===== src/rtl/seq_pkg.sv =====
package seq_pkg;
  localparam int SEQ_CNT_W = 6;
  localparam int MENU_N    = 8;

  localparam int REG_CTRL = 0;
  localparam int REG_STAT = 1;
  localparam int REG_ADDR = 2;
  localparam int REG_MLO  = 3;
  localparam int REG_MHI  = 4;
  localparam int REG_KIND = 5;
  localparam int REG_PREF = 6;
  localparam int REG_LOCK = 7;

  typedef enum logic [2:0] {
    ST_IDLE, ST_SETUP, ST_SHIFT, ST_HOLD, ST_GAP
  } eng_state_t;

  typedef struct packed {
    logic [7:0]           opcode;
    logic [1:0]           kind;
    logic                 pre_en;
    logic [7:0]           pre_op;
    logic [23:0]          addr;
    logic                 has_data;
    logic [SEQ_CNT_W-1:0] nbytes;
    logic                 fast;
  } cyc_cfg_t;
endpackage


===== src/rtl/seq_regs.sv =====
module seq_regs
  import seq_pkg::*;
#(
  parameter int ADDR_W = 5
) (
  input  logic                 clk,
  input  logic                 rst,
  input  logic                 we,
  input  logic [ADDR_W-1:0]    addr,
  input  logic [31:0]          wdata,
  output logic [31:0]          rdata,
  output logic                 start,
  output cyc_cfg_t             cfg,
  input  logic                 eng_busy,
  input  logic                 eng_done,
  input  logic [SEQ_CNT_W-1:0] eng_ridx,
  output logic [7:0]           eng_rbyte,
  input  logic                 eng_we,
  input  logic [SEQ_CNT_W-1:0] eng_widx,
  input  logic [7:0]           eng_wbyte
);
  localparam int BYTES  = 1 << SEQ_CNT_W;
  localparam int WIDX_W = SEQ_CNT_W - 2;
  localparam int OFF_W  = ADDR_W - 1;

  logic [7:0]           dbuf [BYTES];
  logic [8*MENU_N-1:0]  menu_q;
  logic [2*MENU_N-1:0]  kind_q;
  logic [7:0]           pref_q;
  logic [23:0]          addr_q;
  logic                 atom_q, fast_q, data_q;
  logic [2:0]           idx_q;
  logic [SEQ_CNT_W-1:0] cnt_q;
  logic                 done_q, err_q, lock_q;

  logic              in_win;
  logic [OFF_W-1:0]  roff;
  logic [WIDX_W-1:0] widx;
  logic              busy_eff;
  logic              reg_wr;

  assign in_win   = addr[ADDR_W-1];
  assign roff     = addr[OFF_W-1:0];
  assign widx     = addr[WIDX_W-1:0];
  assign busy_eff = eng_busy | start;
  assign reg_wr   = we && !in_win;

  always_comb begin
    cfg.opcode   = menu_q[8*idx_q +: 8];
    cfg.kind     = kind_q[2*idx_q +: 2];
    cfg.pre_en   = atom_q && (pref_q != 8'h00);
    cfg.pre_op   = pref_q;
    cfg.addr     = addr_q;
    cfg.has_data = data_q;
    cfg.nbytes   = cnt_q;
    cfg.fast     = fast_q;
  end

  always_ff @(posedge clk) begin
    if (rst) begin
      menu_q <= '0; kind_q <= '0; pref_q <= '0; addr_q <= '0;
      atom_q <= 1'b0; fast_q <= 1'b0; data_q <= 1'b0; idx_q <= '0; cnt_q <= '0;
      done_q <= 1'b0; err_q <= 1'b0; lock_q <= 1'b0; start <= 1'b0;
    end else begin
      start <= 1'b0;
      if (reg_wr) begin
        case (roff)
          OFF_W'(REG_CTRL): begin
            atom_q <= wdata[1];
            fast_q <= wdata[2];
            idx_q  <= wdata[6:4];
            cnt_q  <= wdata[8 +: SEQ_CNT_W];
            data_q <= wdata[14];
            if (wdata[0]) begin
              if (busy_eff) err_q <= 1'b1;
              else          start <= 1'b1;
            end
          end
          OFF_W'(REG_STAT): begin
            if (wdata[1]) done_q <= 1'b0;
            if (wdata[2]) err_q  <= 1'b0;
          end
          OFF_W'(REG_ADDR): addr_q <= wdata[23:0];
          OFF_W'(REG_MLO):  if (!lock_q) menu_q[31:0]  <= wdata;
          OFF_W'(REG_MHI):  if (!lock_q) menu_q[63:32] <= wdata;
          OFF_W'(REG_KIND): if (!lock_q) kind_q <= wdata[15:0];
          OFF_W'(REG_PREF): if (!lock_q) pref_q <= wdata[7:0];
          OFF_W'(REG_LOCK): if (wdata[0]) lock_q <= 1'b1;
          default: ;
        endcase
      end
      if (eng_done) done_q <= 1'b1;
    end
  end

  // Staging buffer: one write port, engine has priority, software blocked while busy
  always_ff @(posedge clk) begin
    if (eng_we) begin
      dbuf[eng_widx] <= eng_wbyte;
    end else if (we && in_win && !busy_eff) begin
      for (int b = 0; b < 4; b++) dbuf[{widx, 2'(b)}] <= wdata[8*b +: 8];
    end
  end

  assign eng_rbyte = dbuf[eng_ridx];

  always_ff @(posedge clk) begin
    if (rst) begin
      rdata <= '0;
    end else if (in_win) begin
      rdata <= {dbuf[{widx, 2'd3}], dbuf[{widx, 2'd2}], dbuf[{widx, 2'd1}], dbuf[{widx, 2'd0}]};
    end else begin
      case (roff)
        OFF_W'(REG_CTRL): rdata <= {17'b0, data_q, cnt_q, 1'b0, idx_q, 1'b0, fast_q, atom_q, 1'b0};
        OFF_W'(REG_STAT): rdata <= {29'b0, err_q, done_q, busy_eff};
        OFF_W'(REG_ADDR): rdata <= {8'b0, addr_q};
        OFF_W'(REG_MLO):  rdata <= menu_q[31:0];
        OFF_W'(REG_MHI):  rdata <= menu_q[63:32];
        OFF_W'(REG_KIND): rdata <= {16'b0, kind_q};
        OFF_W'(REG_PREF): rdata <= {24'b0, pref_q};
        OFF_W'(REG_LOCK): rdata <= {31'b0, lock_q};
        default:          rdata <= '0;
      endcase
    end
  end

  assert_lock_sticky_R9: assert property (@(posedge clk) disable iff (rst)
    lock_q |=> lock_q) else $error("lock bit dropped");

  assert_tables_frozen_R9: assert property (@(posedge clk) disable iff (rst)
    lock_q |=> ($stable(menu_q) && $stable(kind_q) && $stable(pref_q)))
    else $error("locked table changed");

  assert_done_follows_engine_R7: assert property (@(posedge clk) disable iff (rst)
    eng_done |=> done_q) else $error("done flag missed completion");

  assert_busy_go_flags_error_R8: assert property (@(posedge clk) disable iff (rst)
    (reg_wr && roff == OFF_W'(REG_CTRL) && wdata[0] && eng_busy) |=> (err_q && !start))
    else $error("go while busy not rejected");
endmodule


===== src/rtl/seq_spi_engine.sv =====
module seq_spi_engine
  import seq_pkg::*;
#(
  parameter int DIV_SLOW = 3,
  parameter int DIV_FAST = 2
) (
  input  logic                 clk,
  input  logic                 rst,
  input  logic                 start,
  input  cyc_cfg_t             cfg,
  output logic                 busy,
  output logic                 done,
  output logic [SEQ_CNT_W-1:0] buf_ridx,
  input  logic [7:0]           buf_rbyte,
  output logic                 buf_we,
  output logic [SEQ_CNT_W-1:0] buf_widx,
  output logic [7:0]           buf_wbyte,
  output logic                 sclk,
  output logic                 cs_n,
  output logic                 mosi,
  input  logic                 miso
);
  localparam int DIV_MAX = (DIV_SLOW > DIV_FAST) ? DIV_SLOW : DIV_FAST;
  localparam int DIV_W   = $clog2(DIV_MAX + 1);
  localparam int TOT_W   = SEQ_CNT_W + 2;

  eng_state_t        st;
  cyc_cfg_t          cfg_q;
  logic              pre_ph, hc;
  logic [TOT_W-1:0]  bidx;
  logic [2:0]        bitc;
  logic [7:0]        sh, rx;
  logic [DIV_W-1:0]  tcnt, div;
  logic              tick;
  logic [TOT_W-1:0]  hdr, total, nidx;
  logic              rd_byte;
  logic [7:0]        next_byte;

  assign div   = cfg_q.fast ? DIV_W'(DIV_FAST) : DIV_W'(DIV_SLOW);
  assign tick  = (tcnt == div - DIV_W'(1));
  assign hdr   = cfg_q.kind[1] ? TOT_W'(4) : TOT_W'(1);
  assign total = pre_ph ? TOT_W'(1)
               : hdr + (cfg_q.has_data ? TOT_W'(cfg_q.nbytes) + TOT_W'(1) : TOT_W'(0));
  assign nidx     = bidx + TOT_W'(1);
  assign buf_ridx = SEQ_CNT_W'(nidx - hdr);
  assign rd_byte  = !pre_ph && !cfg_q.kind[0] && (bidx >= hdr);
  assign busy     = (st != ST_IDLE);
  assign mosi     = sh[7];

  always_comb begin
    if (cfg_q.kind[1] && nidx < hdr) begin
      case (nidx[1:0])
        2'd1:    next_byte = cfg_q.addr[23:16];
        2'd2:    next_byte = cfg_q.addr[15:8];
        default: next_byte = cfg_q.addr[7:0];
      endcase
    end else begin
      next_byte = cfg_q.kind[0] ? buf_rbyte : 8'h00;
    end
  end

  always_ff @(posedge clk) begin
    if (rst) begin
      st <= ST_IDLE; cfg_q <= '0; pre_ph <= 1'b0; hc <= 1'b0;
      bidx <= '0; bitc <= '0; sh <= '0; rx <= '0; tcnt <= '0;
      sclk <= 1'b0; cs_n <= 1'b1; done <= 1'b0;
      buf_we <= 1'b0; buf_widx <= '0; buf_wbyte <= '0;
    end else begin
      done   <= 1'b0;
      buf_we <= 1'b0;
      if (st != ST_IDLE) tcnt <= tick ? '0 : tcnt + DIV_W'(1);
      case (st)
        ST_IDLE: if (start) begin
          cfg_q  <= cfg;
          pre_ph <= cfg.pre_en;
          sh     <= cfg.pre_en ? cfg.pre_op : cfg.opcode;
          cs_n   <= 1'b0;
          bidx   <= '0;
          bitc   <= '0;
          tcnt   <= '0;
          st     <= ST_SETUP;
        end
        ST_SETUP: if (tick) st <= ST_SHIFT;
        ST_SHIFT: if (tick) begin
          if (!sclk) begin
            sclk <= 1'b1;
            rx   <= {rx[6:0], miso};
            if (bitc == 3'd7 && rd_byte) begin
              buf_we    <= 1'b1;
              buf_widx  <= SEQ_CNT_W'(bidx - hdr);
              buf_wbyte <= {rx[6:0], miso};
            end
          end else begin
            sclk <= 1'b0;
            bitc <= bitc + 3'd1;
            if (bitc == 3'd7) begin
              if (nidx == total) begin
                st <= ST_HOLD;
                hc <= 1'b0;
                sh <= 8'h00;
              end else begin
                bidx <= nidx;
                sh   <= next_byte;
              end
            end else begin
              sh <= {sh[6:0], 1'b0};
            end
          end
        end
        ST_HOLD: if (tick) begin
          hc <= ~hc;
          if (hc) begin
            cs_n <= 1'b1;
            if (pre_ph) begin
              pre_ph <= 1'b0;
              st     <= ST_GAP;
            end else begin
              st   <= ST_IDLE;
              done <= 1'b1;
            end
          end
        end
        ST_GAP: if (tick) begin
          hc <= ~hc;
          if (hc) begin
            cs_n <= 1'b0;
            bidx <= '0;
            bitc <= '0;
            sh   <= cfg_q.opcode;
            st   <= ST_SETUP;
          end
        end
        default: st <= ST_IDLE;
      endcase
    end
  end

  assert_sclk_low_deselected_R10: assert property (@(posedge clk) disable iff (rst)
    cs_n |-> !sclk) else $error("SCLK high with chip select high");

  assert_no_start_when_busy_R8: assert property (@(posedge clk) disable iff (rst)
    start |-> !busy) else $error("start issued during active cycle");

  assert_cs_idle_high_R7: assert property (@(posedge clk) disable iff (rst)
    !busy |-> cs_n) else $error("chip select low while idle");

  assert_done_ends_busy_R7: assert property (@(posedge clk) disable iff (rst)
    done |-> (!busy && cs_n)) else $error("done while still active");
endmodule


===== src/rtl/flash_seq_top.sv =====
module flash_seq_top
  import seq_pkg::*;
#(
  parameter int ADDR_W   = 5,
  parameter int DIV_SLOW = 3,
  parameter int DIV_FAST = 2
) (
  input  logic              clk,
  input  logic              rst,
  input  logic              reg_we,
  input  logic [ADDR_W-1:0] reg_addr,
  input  logic [31:0]       reg_wdata,
  output logic [31:0]       reg_rdata,
  output logic              spi_sclk,
  output logic              spi_cs_n,
  output logic              spi_mosi,
  input  logic              spi_miso
);
  cyc_cfg_t             cfg;
  logic                 start, eng_busy, eng_done, eng_we;
  logic [SEQ_CNT_W-1:0] ridx, widx;
  logic [7:0]           rbyte, wbyte;

  seq_regs #(.ADDR_W(ADDR_W)) u_regs (
    .clk(clk), .rst(rst), .we(reg_we), .addr(reg_addr), .wdata(reg_wdata),
    .rdata(reg_rdata), .start(start), .cfg(cfg), .eng_busy(eng_busy),
    .eng_done(eng_done), .eng_ridx(ridx), .eng_rbyte(rbyte),
    .eng_we(eng_we), .eng_widx(widx), .eng_wbyte(wbyte)
  );

  seq_spi_engine #(.DIV_SLOW(DIV_SLOW), .DIV_FAST(DIV_FAST)) u_eng (
    .clk(clk), .rst(rst), .start(start), .cfg(cfg), .busy(eng_busy),
    .done(eng_done), .buf_ridx(ridx), .buf_rbyte(rbyte), .buf_we(eng_we),
    .buf_widx(widx), .buf_wbyte(wbyte), .sclk(spi_sclk), .cs_n(spi_cs_n),
    .mosi(spi_mosi), .miso(spi_miso)
  );
endmodule


===== config.mk =====
export PLATFORM = sky130hd
export DESIGN_NAME = flash_seq_top
export DESIGN_NICKNAME = d
export VERILOG_FILES = /design/src/rtl/seq_pkg.sv /design/src/rtl/seq_regs.sv /design/src/rtl/seq_spi_engine.sv /design/src/rtl/flash_seq_top.sv
export SDC_FILE = /design/constraint.sdc
export NUM_CORES = 2
export LEC_CHECK = 0
export ABC_CLOCK_PERIOD_IN_PS = 4000
export BUFFER_PORTS_ARGS = -buffer_cell sky130_fd_sc_hd__buf_2
export CAP_MARGIN = 20
export CELL_PAD_IN_SITES_DETAIL_PLACEMENT = 0
export CELL_PAD_IN_SITES_GLOBAL_PLACEMENT = 1
export CORE_MARGIN = 5
export CORE_UTILIZATION = 30
export CTS_CLUSTER_DIAMETER = 60
export CTS_CLUSTER_SIZE = 8
export DETAILED_ROUTE_END_ITERATION = 7
export GPL_ROUTABILITY_DRIVEN = 0
export PLACE_DENSITY_LB_ADDON = 0.1
export RECOVER_POWER = 100
export SYNTH_ARGS = -nofsm -noshare
export SYNTH_HDL_FRONTEND = slang
export SYNTH_SLANG_ARGS = --single-unit

===== constraint.sdc =====
create_clock -name clk -period 4 [get_ports clk]
set_input_delay 0.8 -clock clk [delete_from_list [all_inputs] [get_ports clk]]
set_output_delay 0.8 -clock clk [all_outputs]
set_load 0.02 [all_outputs]

==> results.md <==
- Worst Max-Slew Pin Slew: 1.95 ns
- Final setup viols: 0
- Fin crit share: 0.976
- Full die area: 142000 µm²
- Antenna-violating nets left: 0
- Status: finished with violations
- Vias: ~33000
- CP cell instances: clkbuf_4, nand2b_1, nor2_1, clkbuf_1, nand2_1, clkbuf_2, o21ai_0, clkbuf_1
- Number of synthesized flops with an enable pin: around 510
- Vias/cell: 5.68
- Initial antenna violation count: 15
- Port bufs: 75
- Htree depth: 3
- Worst R2R Path Depth: 12
- Routed wire length: 200000 µm
- # nets final: approximately 4000
- RSZ-0062 raised after global routing: no
- Critical path buffers and inverters: 4
- CP Max Fanout: 32
- Power Total: approximately 0.02 W
- PnR worst setup slack: slightly below 0.1 ns
- Average size of a mapped cell: 10.4 µm²
- Cell Pwr Density: between 400 and 500 nW/µm²
- Final Max Slew Viols: 258
- Largest net degree at the start of global routing: 111
- Worst path max stage delay: 0.98 ns
- Max Clk Rate: 256 MHz
- Synth-to-Final Area Change: 15.8%
- Hold Vio Cnt, Final: 0
- CP delay by family, top: buffers and inverters
- Top_reg_cell synth: edfxtp_1
- Final hold slack: 0.404 ns
- Initial DRC Count: 4586
- Cell at the slowest stage of the critical path: nor2_1
- Starting density of the core: 0.302
- Pleak: 17.6 nW
- Pre-Repair DR Iteration Count: 6
- Worst-skew pair later-pin latency: 0.77 ns
- Place WS: 0.203 ns
- Cts hold-fix bufs: 0
- Worst EP arrival: 4.26 ns
- Height of the die: 377 µm
- Reg2reg end: u_eng.sh[3]
- Minimum clock period: 3.90 ns
- Synth Warn #: 0
- DRC Markers: 0
- Grt total ovfl: 0
- CP dominant cell by count: clkbuf_1
- Hold worst-path end: u_eng.rx[0]
- Unique masters post-synth: 75
- CP endpoint kind: flip-flop
- Setup slack, reg-to-reg: about 0.19 ns
- Root Buffer Master: clkbuf_16
- CTS Buf Count: 117
- Syn nets: 3943
- Post-synth ARST share: 0
- Failing checks: capacitance limit, slew limit
- Skew final: 0.0977 ns
- Clock sinks: 765
- Flops & latches, synth: approximately 770
- Clock buffer depth: 3
- CP Class: primary input to flip-flop
- Max-Cap Viols: 7
- Worst VDD drop: 0.360 mV
- Worst Min Path Start: spi_miso
- Die outline width: 377 µm
- CTS tree: done
- GRT Util Overall: 0.276
- # Post-CTS Setup Buffers: 0
- Reg2Reg Launch Point: u_eng.bidx[0]
- Mapped Cells: slightly below 4000
- Number of global-route vias before repair: approximately 31000
- First-pass GRT wire length: 272000 µm
- Reg clk slew, reported paths: 0.06 ns
- Routed len/inst: 34.3 µm
- Slew HR: -0.302
- Post-route setup TNS: 0 ns
- I/O pin count: 76
- Core Area: 134000 µm²
- WHS Path Cells: 3
- Cell row count: 134
- CP startpoint kind: primary input
- Share of layout cells above drive strength 1: 0.172
- Critical Path RT: 4.35 ns
- Sequential fraction of the synthesis area: 0.505
- Synthesized cell area: between 40000 and 50000 µm²
- Final HPWL DP: between 100000 and 150000 µm
- Hold crit path type: primary input to flip-flop
[logic make-up after synthesis]
kind of cell	share of synthesized area
AND/OR/NAND/NOR	0.180
flip-flops	0.505
AO/OA/AOI/OAI	0.0705
multiplexers	0.198
buffers and inverters	0.0351
XOR/XNOR	0.00603
adder cells (fa/ha/maj)	0.00464
[worst max path at each step]
stage / start / endpoint / slack (ns) / cells past startpoint
after global placement: u_eng.bidx[0] / u_eng.sh[3] / 0.20 / 12
after CTS: u_eng.bidx[0] / u_eng.sh[3] / 0.27 / 12
final: reg_addr[0] / u_regs.dbuf[21][7] / 0.1 / 8
after global routing: u_eng.bidx[0] / u_eng.sh[3] / 0.04 / 12
after detailed placement: u_eng.bidx[0] / u_eng.sh[3] / 0.20 / 12
after floorplan: u_eng.bidx[0] / u_eng.sh[5] / 0.51 / 13
[cells in the final DEF (no fill, tap or decap), drive strengths merged, types with 16 or more instances in the layout]
cell type and instances:
inv 16, a21oi 245, and2 17, o22ai 16, mux4 324, nand2 1565, nor2 142, nor3 22
buf 145, dfxtp 253, mux2 28, nand3 33, clkinv 17, a22oi 45, o21ai 85, edfxtp 512
mux2i 41, clkbuf 345
[flip-flops by register name, indices dropped and copies added (netlist names), 2 cells and up]
register         cells
u_regs.idx_q         3
u_regs.menu_q       64
u_regs.rdata        32
u_regs.addr_q       24
u_eng.cfg_q         42
u_eng.tcnt           2
u_eng.buf_wbyte      8
u_regs.cnt_q         6
u_eng.st             3
u_regs.pref_q        8
u_eng.bitc           3
u_eng.sh             8
u_eng.bidx           8
u_eng.rx             7
u_regs.dbuf        512
u_regs.kind_q       16
u_eng.buf_widx       6
[cells in the mapped netlist (all sizes together) (6+ instances only)]
| library cell | count | area share |
|---|---|---|
| edfxtp | 512 | 0.38 |
| and3 | 8 | 0.0012 |
| buf | 57 | 0.0062 |
| a21oi | 245 | 0.030 |
| o22a | 6 | 0.0013 |
| nor3 | 22 | 0.0028 |
| nand2b | 13 | 0.0020 |
| o21ai | 85 | 0.011 |
| nand3 | 33 | 0.0042 |
| xor2 | 15 | 0.0032 |
| a311oi | 11 | 0.0028 |
| ha | 15 | 0.0046 |
| mux2i | 41 | 0.010 |
| mux2 | 28 | 0.0078 |
| a22oi | 45 | 0.0083 |
| xnor2 | 12 | 0.0028 |
| nor4 | 9 | 0.0014 |
| o22ai | 16 | 0.0025 |
| nand2 | 1565 | 0.15 |
| a21o | 7 | 0.0013 |
| mux4 | 324 | 0.18 |
| a222oi | 12 | 0.0030 |
| inv | 14 | 0.0013 |
| clkbuf | 289 | 0.027 |
| a211oi | 11 | 0.0020 |
| nor2b | 15 | 0.0023 |
| dfxtp | 253 | 0.13 |
| a31oi | 8 | 0.0012 |
| and2 | 17 | 0.0027 |
| nor2 | 142 | 0.013 |
[layout make-up]
class                      instances  area (µm²)
clock inverter                    24         320
multi-input combinational       2761       18700
antenna                            9        22.5
clock buffer                     172        3240
timing repair buffer             318        1860
tap                             1768        2210
fill                           13500       86900
sequential                       765       20400
inverter                          14        52.6
[worst register-to-register path, delay by kind of cell (launching register included)]
| family | cells | cell delay, ns |
|---|---|---|
| buf+inv | 2 | 0.42 |
| flops | 1 | 0.47 |
| xor+xnor | 2 | 0.46 |
| mux | 2 | 1.12 |
| compound gates | 4 | 0.67 |
| fa+ha+maj | 2 | 0.59 |
[through the flow]
| step | util | std cells | cell area [µm²] |
|---|---|---|---|
| 3_5_place_dp | 0.328 | 5626 | 43900 |
| 3_3_place_gp | 0.328 | 5626 | 43900 |
| 4_1_cts | 0.355 | 5822 | 47500 |
| 6_report | 0.350 | 5831 | 46800 |
| 5_1_grt | 0.350 | 5822 | 46800 |
| 2_1_floorplan | - | 3887 | 40500 |
[power breakdown]
part | switching (W) | internal (W) | leakage [nW]
logic | 0.00109 | 0.000417 | 9.11
clock network | 0.00395 | 0.00569 | 1.70
registers | 0.0000705 | 0.00847 | 6.79
total | 0.00512 | 0.0146 | 17.6
[metal layers]
layer | up-vias | GRT usage | wire length (µm)
li1 | 14000 | - | -
met1 | 17000 | 0.398 | 87900
met2 | 1731 | 0.421 | 88300
met3 | 334 | 0.0498 | 16100
met4 | 4 | 0.0931 | 7920
met5 | - | 0 | 27
[what timing repair did]
item / in CTS / in global routing
endpoints found under the setup margin: 0 / 4
gates resized for setup: 0 / 1
hold endpoints to repair: 0 / 0
Note: power is estimated with default switching activity, not from simulation.
